`config.mk`:
```
export PLATFORM = sky130hd
export DESIGN_NAME = mct_timer
export DESIGN_NICKNAME = d
export VERILOG_FILES = /design/src/rtl/mct_pkg.sv /design/src/rtl/mct_counter.sv /design/src/rtl/mct_channel.sv /design/src/rtl/mct_regbus.sv /design/src/rtl/mct_timer.sv
export SDC_FILE = /design/constraint.sdc
export NUM_CORES = 1
export LEC_CHECK = 0
export BUFFER_PORTS_ARGS = -buffer_cell sky130_fd_sc_hd__buf_2
export CAP_MARGIN = 0
export CELL_PAD_IN_SITES_DETAIL_PLACEMENT = 0
export CELL_PAD_IN_SITES_GLOBAL_PLACEMENT = 2
export CORE_MARGIN = 2
export CORE_UTILIZATION = 39
export DETAILED_ROUTE_END_ITERATION = 7
export GPL_TIMING_DRIVEN = 0
export HOLD_SLACK_MARGIN = 0.05
export MAX_ROUTING_LAYER = met4
export PLACE_DENSITY = 0.83
export SYNTH_ARGS = -nofsm -noshare
export SYNTH_HDL_FRONTEND = slang
export SYNTH_SLANG_ARGS = --single-unit
```
`constraint.sdc`:
```
create_clock -name clk -period 6.25 [get_ports clk]
set_clock_uncertainty 0.05 [all_clocks]
set_input_delay 1.25 -clock clk [delete_from_list [all_inputs] [get_ports clk]]
set_output_delay 1.25 -clock clk [all_outputs]
set_load 0.005 [all_outputs]
```
`src/rtl/mct_pkg.sv`:
```
`timescale 1ns/1ps
package mct_pkg;

    localparam int unsigned BUS_AW  = 8;
    localparam int unsigned WORD_W  = BUS_AW - 2;
    localparam int unsigned MAX_CH  = 4;

    // word offsets (byte offset / 4)
    localparam logic [WORD_W-1:0] W_COUNT  = WORD_W'(4);
    localparam logic [WORD_W-1:0] W_STATUS = WORD_W'(5);
    localparam logic [WORD_W-1:0] W_ENABLE = WORD_W'(7);

    typedef enum logic [2:0] {
        SEL_NONE,
        SEL_MATCH,
        SEL_COUNT,
        SEL_STATUS,
        SEL_ENABLE
    } reg_sel_e;

    typedef struct packed {
        logic              wr;
        logic              rd;
        reg_sel_e          target;
        logic [WORD_W-1:0] word;
    } bus_req_t;

    function automatic reg_sel_e mct_decode(input logic [WORD_W-1:0] w,
                                            input logic [1:0]        lsb);
        reg_sel_e s;
        s = SEL_NONE;
        if (lsb == 2'b00) begin
            if (w < WORD_W'(MAX_CH))  s = SEL_MATCH;
            else if (w == W_COUNT)    s = SEL_COUNT;
            else if (w == W_STATUS)   s = SEL_STATUS;
            else if (w == W_ENABLE)   s = SEL_ENABLE;
        end
        return s;
    endfunction

endpackage

```
`src/rtl/mct_counter.sv`:
```
`timescale 1ns/1ps
module mct_counter #(
    parameter int unsigned CNT_W = 32
) (
    input  logic             clk,
    input  logic             rst,
    input  logic             tick_en,
    input  logic             load_en,
    input  logic [CNT_W-1:0] load_val,
    output logic [CNT_W-1:0] count_q,
    output logic [CNT_W-1:0] count_next,
    output logic             advance
);

    always_comb begin
        advance    = tick_en && !load_en;
        count_next = count_q + CNT_W'(1);
    end

    always_ff @(posedge clk) begin
        if (rst)          count_q <= '0;
        else if (load_en) count_q <= load_val;
        else if (tick_en) count_q <= count_next;
    end

    p_step_r2: assert property (@(posedge clk) disable iff (rst)
        tick_en && !load_en |=> count_q == $past(count_q) + CNT_W'(1));
    p_hold_r2: assert property (@(posedge clk) disable iff (rst)
        !tick_en && !load_en |=> $stable(count_q));
    p_wrap_r3: assert property (@(posedge clk) disable iff (rst)
        tick_en && !load_en && (count_q == '1) |=> count_q == '0);
    p_load_r4: assert property (@(posedge clk) disable iff (rst)
        load_en |=> count_q == $past(load_val));

endmodule

```
`src/rtl/mct_channel.sv`:
```
`timescale 1ns/1ps
module mct_channel #(
    parameter int unsigned CNT_W = 32
) (
    input  logic             clk,
    input  logic             rst,
    input  logic             match_we,
    input  logic [CNT_W-1:0] wr_data,
    input  logic             clr,
    input  logic             advance,
    input  logic [CNT_W-1:0] count_next,
    output logic [CNT_W-1:0] match_q,
    output logic             status_q
);

    logic hit;

    // compare against the post-increment value: one hit per pass
    always_comb hit = advance && (count_next == match_q);

    always_ff @(posedge clk) begin
        if (rst)           match_q <= '0;
        else if (match_we) match_q <= wr_data;
    end

    always_ff @(posedge clk) begin
        if (rst) status_q <= 1'b0;
        else     status_q <= (status_q && !clr) || hit;
    end

    p_target_r5: assert property (@(posedge clk) disable iff (rst)
        match_we |=> match_q == $past(wr_data));
    p_set_r6: assert property (@(posedge clk) disable iff (rst)
        hit |=> status_q);
    p_clear_r7: assert property (@(posedge clk) disable iff (rst)
        clr && !hit |=> !status_q);
    p_keep_r7: assert property (@(posedge clk) disable iff (rst)
        !clr && !hit |=> status_q == $past(status_q));
    p_setwins_r8: assert property (@(posedge clk) disable iff (rst)
        clr && hit |=> status_q);

endmodule

```
`src/rtl/mct_regbus.sv`:
```
`timescale 1ns/1ps
module mct_regbus
    import mct_pkg::*;
#(
    parameter int unsigned CNT_W  = 32,
    parameter int unsigned NUM_CH = 4
) (
    input  logic                          clk,
    input  logic                          rst,
    input  logic                          bus_sel,
    input  logic                          bus_wr,
    input  logic [BUS_AW-1:0]             bus_addr,
    input  logic [CNT_W-1:0]              bus_wdata,
    input  logic [CNT_W-1:0]              count_q,
    input  logic [NUM_CH-1:0][CNT_W-1:0]  match_q,
    input  logic [NUM_CH-1:0]             status_q,
    output logic                          cnt_we,
    output logic [NUM_CH-1:0]             match_we,
    output logic [NUM_CH-1:0]             st_clr,
    output logic [NUM_CH-1:0]             enable_q,
    output logic [CNT_W-1:0]              bus_rdata
);

    bus_req_t         req;
    logic [CNT_W-1:0] rd_mux;

    always_comb begin
        req.wr     = bus_sel && bus_wr;
        req.rd     = bus_sel && !bus_wr;
        req.word   = bus_addr[BUS_AW-1:2];
        req.target = mct_decode(bus_addr[BUS_AW-1:2], bus_addr[1:0]);
        cnt_we     = req.wr && (req.target == SEL_COUNT);
    end

    for (genvar ch = 0; ch < NUM_CH; ch++) begin : g_ch_dec
        always_comb begin
            match_we[ch] = req.wr && (req.target == SEL_MATCH)
                           && (req.word == WORD_W'(ch));
            st_clr[ch]   = req.wr && (req.target == SEL_STATUS) && bus_wdata[ch];
        end
    end

    always_ff @(posedge clk) begin
        if (rst)
            enable_q <= '0;
        else if (req.wr && req.target == SEL_ENABLE)
            enable_q <= bus_wdata[NUM_CH-1:0];
    end

    always_comb begin
        rd_mux = '0;
        unique case (req.target)
            SEL_MATCH: begin
                for (int i = 0; i < NUM_CH; i++)
                    if (req.word == WORD_W'(i)) rd_mux = match_q[i];
            end
            SEL_COUNT:  rd_mux = count_q;
            SEL_STATUS: rd_mux[NUM_CH-1:0] = status_q;
            SEL_ENABLE: rd_mux[NUM_CH-1:0] = enable_q;
            default:    rd_mux = '0;
        endcase
    end

    always_ff @(posedge clk) begin
        if (rst)         bus_rdata <= '0;
        else if (req.rd) bus_rdata <= rd_mux;
    end

    p_unmapped_r11: assert property (@(posedge clk) disable iff (rst)
        req.rd && req.target == SEL_NONE |=> bus_rdata == '0);
    p_rdhold_r12: assert property (@(posedge clk) disable iff (rst)
        !req.rd |=> $stable(bus_rdata));
    p_mask_r9: assert property (@(posedge clk) disable iff (rst)
        req.wr && req.target == SEL_ENABLE |=> enable_q == $past(bus_wdata[NUM_CH-1:0]));

endmodule

```
`src/rtl/mct_timer.sv`:
```
`timescale 1ns/1ps
module mct_timer
    import mct_pkg::*;
#(
    parameter int unsigned CNT_W  = 32,
    parameter int unsigned NUM_CH = 4
) (
    input  logic              clk,
    input  logic              rst,
    input  logic              tick_en,
    input  logic              bus_sel,
    input  logic              bus_wr,
    input  logic [BUS_AW-1:0] bus_addr,
    input  logic [CNT_W-1:0]  bus_wdata,
    output logic [CNT_W-1:0]  bus_rdata,
    output logic [NUM_CH-1:0] irq_ch,
    output logic              irq_any
);

    logic [CNT_W-1:0]             count_q;
    logic [CNT_W-1:0]             count_next;
    logic                         advance;
    logic                         cnt_we;
    logic [NUM_CH-1:0]            match_we;
    logic [NUM_CH-1:0]            st_clr;
    logic [NUM_CH-1:0]            enable_q;
    logic [NUM_CH-1:0]            status_q;
    logic [NUM_CH-1:0][CNT_W-1:0] match_q;

    mct_counter #(.CNT_W(CNT_W)) u_counter (
        .clk        (clk),
        .rst        (rst),
        .tick_en    (tick_en),
        .load_en    (cnt_we),
        .load_val   (bus_wdata),
        .count_q    (count_q),
        .count_next (count_next),
        .advance    (advance)
    );

    for (genvar ch = 0; ch < NUM_CH; ch++) begin : g_chan
        mct_channel #(.CNT_W(CNT_W)) u_chan (
            .clk        (clk),
            .rst        (rst),
            .match_we   (match_we[ch]),
            .wr_data    (bus_wdata),
            .clr        (st_clr[ch]),
            .advance    (advance),
            .count_next (count_next),
            .match_q    (match_q[ch]),
            .status_q   (status_q[ch])
        );
    end

    mct_regbus #(.CNT_W(CNT_W), .NUM_CH(NUM_CH)) u_regbus (
        .clk       (clk),
        .rst       (rst),
        .bus_sel   (bus_sel),
        .bus_wr    (bus_wr),
        .bus_addr  (bus_addr),
        .bus_wdata (bus_wdata),
        .count_q   (count_q),
        .match_q   (match_q),
        .status_q  (status_q),
        .cnt_we    (cnt_we),
        .match_we  (match_we),
        .st_clr    (st_clr),
        .enable_q  (enable_q),
        .bus_rdata (bus_rdata)
    );

    always_comb begin
        irq_ch  = status_q & enable_q;
        irq_any = |irq_ch;
    end

    p_reset_r1: assert property (@(posedge clk)
        rst |=> (count_q == '0) && (status_q == '0) && (enable_q == '0));

endmodule

```
== After elaboration in Yosys (flattened, before gate mapping) ==
Index checks and enable logic that the tools add are counted.

* Add/subtract/negate cells: 1
* Magnitude comparators: 1
* Equal/unequal tests: 14
* Multiplexer cells: 13
* Bitwise logic cells: 1
* Reduce and logical (&&, ||, !) cells: 37

{| class="wikitable"
|+ Operators with widths
! cell !! count
|-
| 32-bit two-way mux || 6
|-
| 32-bit equality test || 4
|-
| 28-bit case mux with 2 select lines || 1
|-
| 32-bit by 1-bit adder with 32-bit output, second input constant || 1
|-
| 1-bit logical AND || 23
|-
| 6-bit by 3-bit equality test with 1-bit output, second input constant || 3
|-
| 4-bit case mux with 4 select lines || 1
|-
| 3-bit two-way mux || 5
|-
| 6-bit by 2-bit equality test with 1-bit output, second input constant || 2
|-
| 3-bit by 2-bit equality test with 1-bit output, second input constant || 2
|-
| 6-bit by 1-bit equality test with 1-bit output, second input constant || 1
|-
| 1-bit logical NOT || 6
|-
| 6-bit logical NOT || 1
|-
| 6-bit by 3-bit less-than comparator with 1-bit output, second input constant || 1
|-
| 4-bit bitwise AND || 1
|-
| 1-bit logical OR || 4
|-
| 4-bit OR reduction || 1
|-
| 3-bit by 1-bit equality test with 1-bit output, second input constant || 1
|-
| 3-bit equality test, second input constant || 1
|-
| 2-bit logical NOT || 1
|-
| 2-bit nonzero test || 1
|}

* Register bits: 200
* Input bits: 45
* Output and inout bits: 37
* Logic and storage cells: 78

== Logic depth before layout (Yosys ltp) ==
* Depth in word-level cells: 12
* Depth in mapped cells: 10
* Depth with buffers taken out: 9

== Cells and area by module ==
Synthesis repeated with hierarchy kept, for this count alone.

* Cells, all modules: 1237
* Area total of the unflattened synthesis: 11244.5 µm²

{| class="wikitable"
|+ Modules (own cells, without submodules)
! module !! instances !! cells each !! area an instance (µm²) !! seq. area each (µm²)
|-
| mct_channel || 4 || 151 || 1506.4 || 660.6
|-
| mct_regbus || 1 || 307 || 2705.1 || 720.7
|-
| mct_counter || 1 || 321 || 2478.6 || 640.6
|-
| mct_timer || 1 || 5 || 35.0 || 0.0
|}

== Least setup slack after synthesis ==
Ideal clock, no wire load.

* Path kind: input -> register
* Start point: input port tick_en
* End point: register g_chan[0].u_chan.status_q
* Setup time: 0.084 ns
* Data arrival time: 3.203 ns
* Required time: 6.116 ns
* Path slack: 2.912 ns
* Cell stages on the path: 9
* Path buffers: 1
* Cell sequence: clkbuf_1 clkinv_1 nor2_1 o41a_1 o2111ai_1 a2111oi_0 nand4_1 or4_1 o31ai_2

* Longest elaborated chain between the ends: 3

{| class="wikitable"
|+ RTL lines
! what !! line !! text
|-
| start: declaration || mct_timer.sv:10 || <nowiki>input logic tick_en,</nowiki>
|-
| 1-bit logical AND || mct_counter.sv:16 || <nowiki>advance = tick_en && !load_en;</nowiki>
|-
| 1-bit logical AND || mct_channel.sv:19 || <nowiki>always_comb hit = advance && (count_next == match_q);</nowiki>
|-
| 1-bit logical OR || mct_channel.sv:28 || <nowiki>else status_q <= (status_q && !clr) || hit;</nowiki>
|-
| end signal: assignment || mct_channel.sv:28 ||
|-
| end: declaration || mct_channel.sv:13 || <nowiki>output logic status_q</nowiki>
|}

No other way between the ends.
A chain may end at the register's enable or synchronous reset.

== Final worst setup path ==
Ends and elaborated chain as after synthesis.

==> results.md <==
- The flow ran to the end, and the final reports show no timing, DRC or antenna violations.
- The register share of total power is between 40% and 50%.
- 82 I/O pins were placed.
- The internal power is between 0.0015 and 0.002 W.
- TritonCTS built the clock tree.
- The period utilization is approximately 80%.
- The endpoint class of the critical path is a register.
- Counting the buffers created by CTS gives 17.
- The ratio of cells with drive above 1 in the final layout is around 8.2%.
- The reg-to-reg endpoint is g_chan[2].u_chan.status_q.
- At the pin with the least slew margin, the transition time is approximately 1400 ps.
- The detailed router placed about 13,000 vias in this run.
- The power per standard cell area is 198 nW/um^2.
- The number of pins with negative max-slew slack in the final report is 0.
- The total clock sinks is 200.
- The reported net switching power is approximately 0.00070 W.
- During placement, the flow inserted port buffers numbering 79.
- Sequential cells were found to cover approximately 33% of the synthesized design area.
- Setup repair after global routing left no endpoint under its margin.
- The worst setup path is launched from a primary input.
- The average cell area after synthesis is about 7.6 um^2.
- The hold violation count in the final report is 0.
- The pin count of the biggest net entering global routing is 17.
- The number of DRC violations after detailed-routing iteration 0 is between 1,000 and 1,500.
- Subtracting the final worst setup slack from the clock period gives ~5000 ps.
- The total global routing overflow is 0.
- The critical hold path startpoint is g_chan[3].u_chan.match_q[7].
- The post-layout total power is roughly 0.0027 W.
- The die is around 180 um tall.
- The H-tree was split into 4 levels.
- Net switching is around a quarter of the power.
- The net count of the mapped netlist is approximately 1,600.
- The layout filler cell count is approximately 3,200.
- For flop-to-flop paths, the worst setup slack is between 1000 and 1500 ps.
- The area inside the core boundary is between 30,000 and 40,000 um^2.
- The full die area is around 32,000 um^2.
- Counting flops and latches in the post-synthesis netlist gives 200.
- The maximum count of clock buffers along a single path is 2.
- Based on the critical path, the design can be clocked at up to 201 MHz.
- The final layout contains 1,737 nets.
- The critical path ends at g_chan[0].u_chan.status_q.
- The endpoint required time on the critical path is between 6000 and 7000 ps.
- The cell accounting for the most synthesized area is dfxtp_1.
- The number of global-route vias before repair was between 10,000 and 15,000.
- Measured on the finished design, the core utilization comes to around 44%.
- The count of cells in the finished layout, fillers not included, comes to between 2,000 and 2,500.
- The detail-routed via count per cell is around 6.
- The highest fanout seen on the critical path is 10.
- The overall routed net length is between 50 and 60 mm.
- The number of different library cells in the post-synthesis netlist is between 70 and 80.
- The wire length of the first global-routing pass is 86.0 mm.
- Setup violations remaining at the end of the flow were counted as 0.
- The clock transition at the register clock pins on the worst setup and hold paths after CTS is roughly 80 ps.
- The start point of the critical path is tick_en.
- The Yosys step of the flow raised 0 warnings.
- The flip-flop cell with the highest count after synthesis is dfxtp_1.
- The number of optimization iterations in the first detailed-route pass is 5.
- In this run the worst hold path is classified as reg -> reg.
- The total of hold buffers inserted after clock tree synthesis is 0.
- Combinational cells account for under 10% of the total power.
- The HPWL after detailed placement is about 47 mm.
- Post-CTS timing repair inserted 0 buffers for setup.
- In this run the tightest slew margin relative to its limit is between 3 and 4%.
- In this run the critical register-to-register path is launched from u_counter.count_q[1].
- At the later pin of the worst-skew pair, clock insertion delay measures roughly 480 ps.
- The number of enable-type register cells in the synthesized netlist is 0.
- The congestion estimate from routability-driven global placement came to 1.04.
- Dividing the detail-routed wire length by the instance count gives around 28 um.
- The number of antenna-violating nets in the routed design is 0.
- The critical path is of the in -> reg type.
- The total track usage is 37.5%.
- The die boundary width is between 150 and 200 um.
- The mapped netlist covers 12,000 um^2.
- The count of cells along the worst register-to-register path is 9.
- The initial core utilization is approximately 39%.
- For the final routed database, the setup TNS stands at 0 ps.
- The post-synthesis async set-or-reset flop share is 0%.
- Once placement completed, the tool counted placed cells totaling ~2,100.
- The data arrival time of the critical path is 5330 ps.
- The share of total power dissipated in the clock network is between 40% and 50%.
- Across the VDD grid, the largest voltage drop is a little under 0.2 mV.
- The post-cts resize count is 0.
- After synthesis, the cell types taking the most area are dfxtp_1, nand2_1, xnor2_1.
- The area growth from synthesis to layout is 12.7%.
- The standard-cell row count is 64.
- The clock root buffer is clkbuf_16.
- Summed over its instances, the top area cell type makes up ~33% of the synthesized netlist area.
- The reported max-cap violation count is 0.
- The number of instances in the synthesized netlist is approximately 1,600.
- The post-detailed-route DRC marker count is 0.
- The number of antenna violations at the first check in global routing is 3.
- For this design the static power due to leakage is around 4.4 nW.
routing by layer:
layer	wire length, um	vias to the layer above	GRT usage, %
met4	1550	0	10.9
met3	5650	97	8.81
met1	26700	6296	51.2
met5	0	-	-
li1	-	5844	-
met2	25900	688	55.2
cell usage in the layout (no fill, tap or decap), types with 7 or more instances in the layout:
cell / count
nor3_1: 17
o21ai_0: 24
and2_1: 11
nor2_1: 122
clkbuf_16: 17
nor4_1: 22
nand4_1: 31
buf_1: 11
nand3_1: 30
and4_1: 7
a211oi_1: 117
nand3b_1: 9
nor2b_1: 28
inv_1: 15
o221ai_1: 14
buf_2: 85
clkbuf_1: 107
or3_1: 7
nor3b_1: 9
dfxtp_1: 200
and3_1: 9
xnor2_1: 104
xor2_1: 61
nand2_1: 312
or4_1: 8
a21oi_1: 175
mux2i_1: 34
area by class of cell:
class	count	area (um^2)	area share, %
timing repair buffer	81	414	3.05
multi-input combinational	1249	7510	55.3
sequential	200	4000	29.5
antenna	2	5.00	0.0369
buffer	126	500	3.69
tap	396	495	3.65
clock buffer	20	437	3.22
inverter	16	60.1	0.443
clock inverter	11	149	1.10
how the worst min path moves through the flow:
stage	slack, ps	end	cells past startpoint
after floorplan	400	g_chan[0].u_chan.match_q[28]	2
after global routing	460	g_chan[2].u_chan.match_q[0]	2
after CTS	430	g_chan[3].u_chan.match_q[7]	2
after global placement	420	g_chan[3].u_chan.match_q[31]	2
final	440	g_chan[3].u_chan.match_q[7]	2
after detailed placement	430	g_chan[3].u_chan.match_q[7]	2
worst max-delay path: stages:
cell       delay (ps)
clkbuf_1          720
clkinv_1          870
nor2_1            290
o41a_1            370
o2111ai_1         280
a2111oi_0         630
nand4_1           140
or4_1             550
o31ai_2           220
through the flow:
stage | instance area [um^2] | hold WS (ps) | setup slack, ps
finish | 13600 | 438 | 1270
global route | 13600 | 458 | 1000
CTS | 13600 | 434 | 1380
detailed placement | 13000 | 425 | 935
global placement | 12900 | 421 | 952
floorplan | 12000 | 399 | 2910
flip-flops by register name, indices dropped and copies added (netlist names):
signal / count
u_regbus.enable_q: 4
g_chan.u_chan.match_q: 128
g_chan.u_chan.status_q: 4
u_regbus.bus_rdata: 32
u_counter.count_q: 32
power groups by stage:
stage	combinational, W	clock, W	sequential (W)
3_5_place_dp	0.000205	0	0.00133
4_1_cts	0.000206	0.00119	0.00130
2_1_floorplan	0.000101	0	0.00133
5_1_grt	0.000222	0.00123	0.00130
6_report	0.000211	0.00118	0.00130
3_3_place_gp	0.000205	0	0.00133
Yosys cell counts, drive strengths merged (4+ instances only):
cell type  number
nand4          32
a311oi          6
xor2           61
nor4           26
nor3           19
o21ai          24
and2           11
clkbuf        105
nand3b          9
a2111oi         6
nand2b          4
o2111ai         5
mux2i          34
nor2          122
buf            21
nand3          31
o211ai          4
o31ai           4
or4             8
xnor2         104
a22oi           6
a211oi        117
mux2            4
dfxtp         200
nor3b           9
nor2b          28
or3             8
and4            7
o221ai         14
nand2         312
a21oi         175
o22ai           4
and3            9
inv            15
cell families after synthesis:
kind of cell,count (synthesis),share of synthesized area [%]
and+or+nand+nor,643,24.8
xor gates and xnor gates,167,12.4
AOI/OAI and AO/OA,400,21.6
muxes,38,3.20
DFF,200,33.2
adders and majority gates,1,0.104
buffers and inverters,142,4.65
No activity file was read; power rests on OpenSTA's default activity.
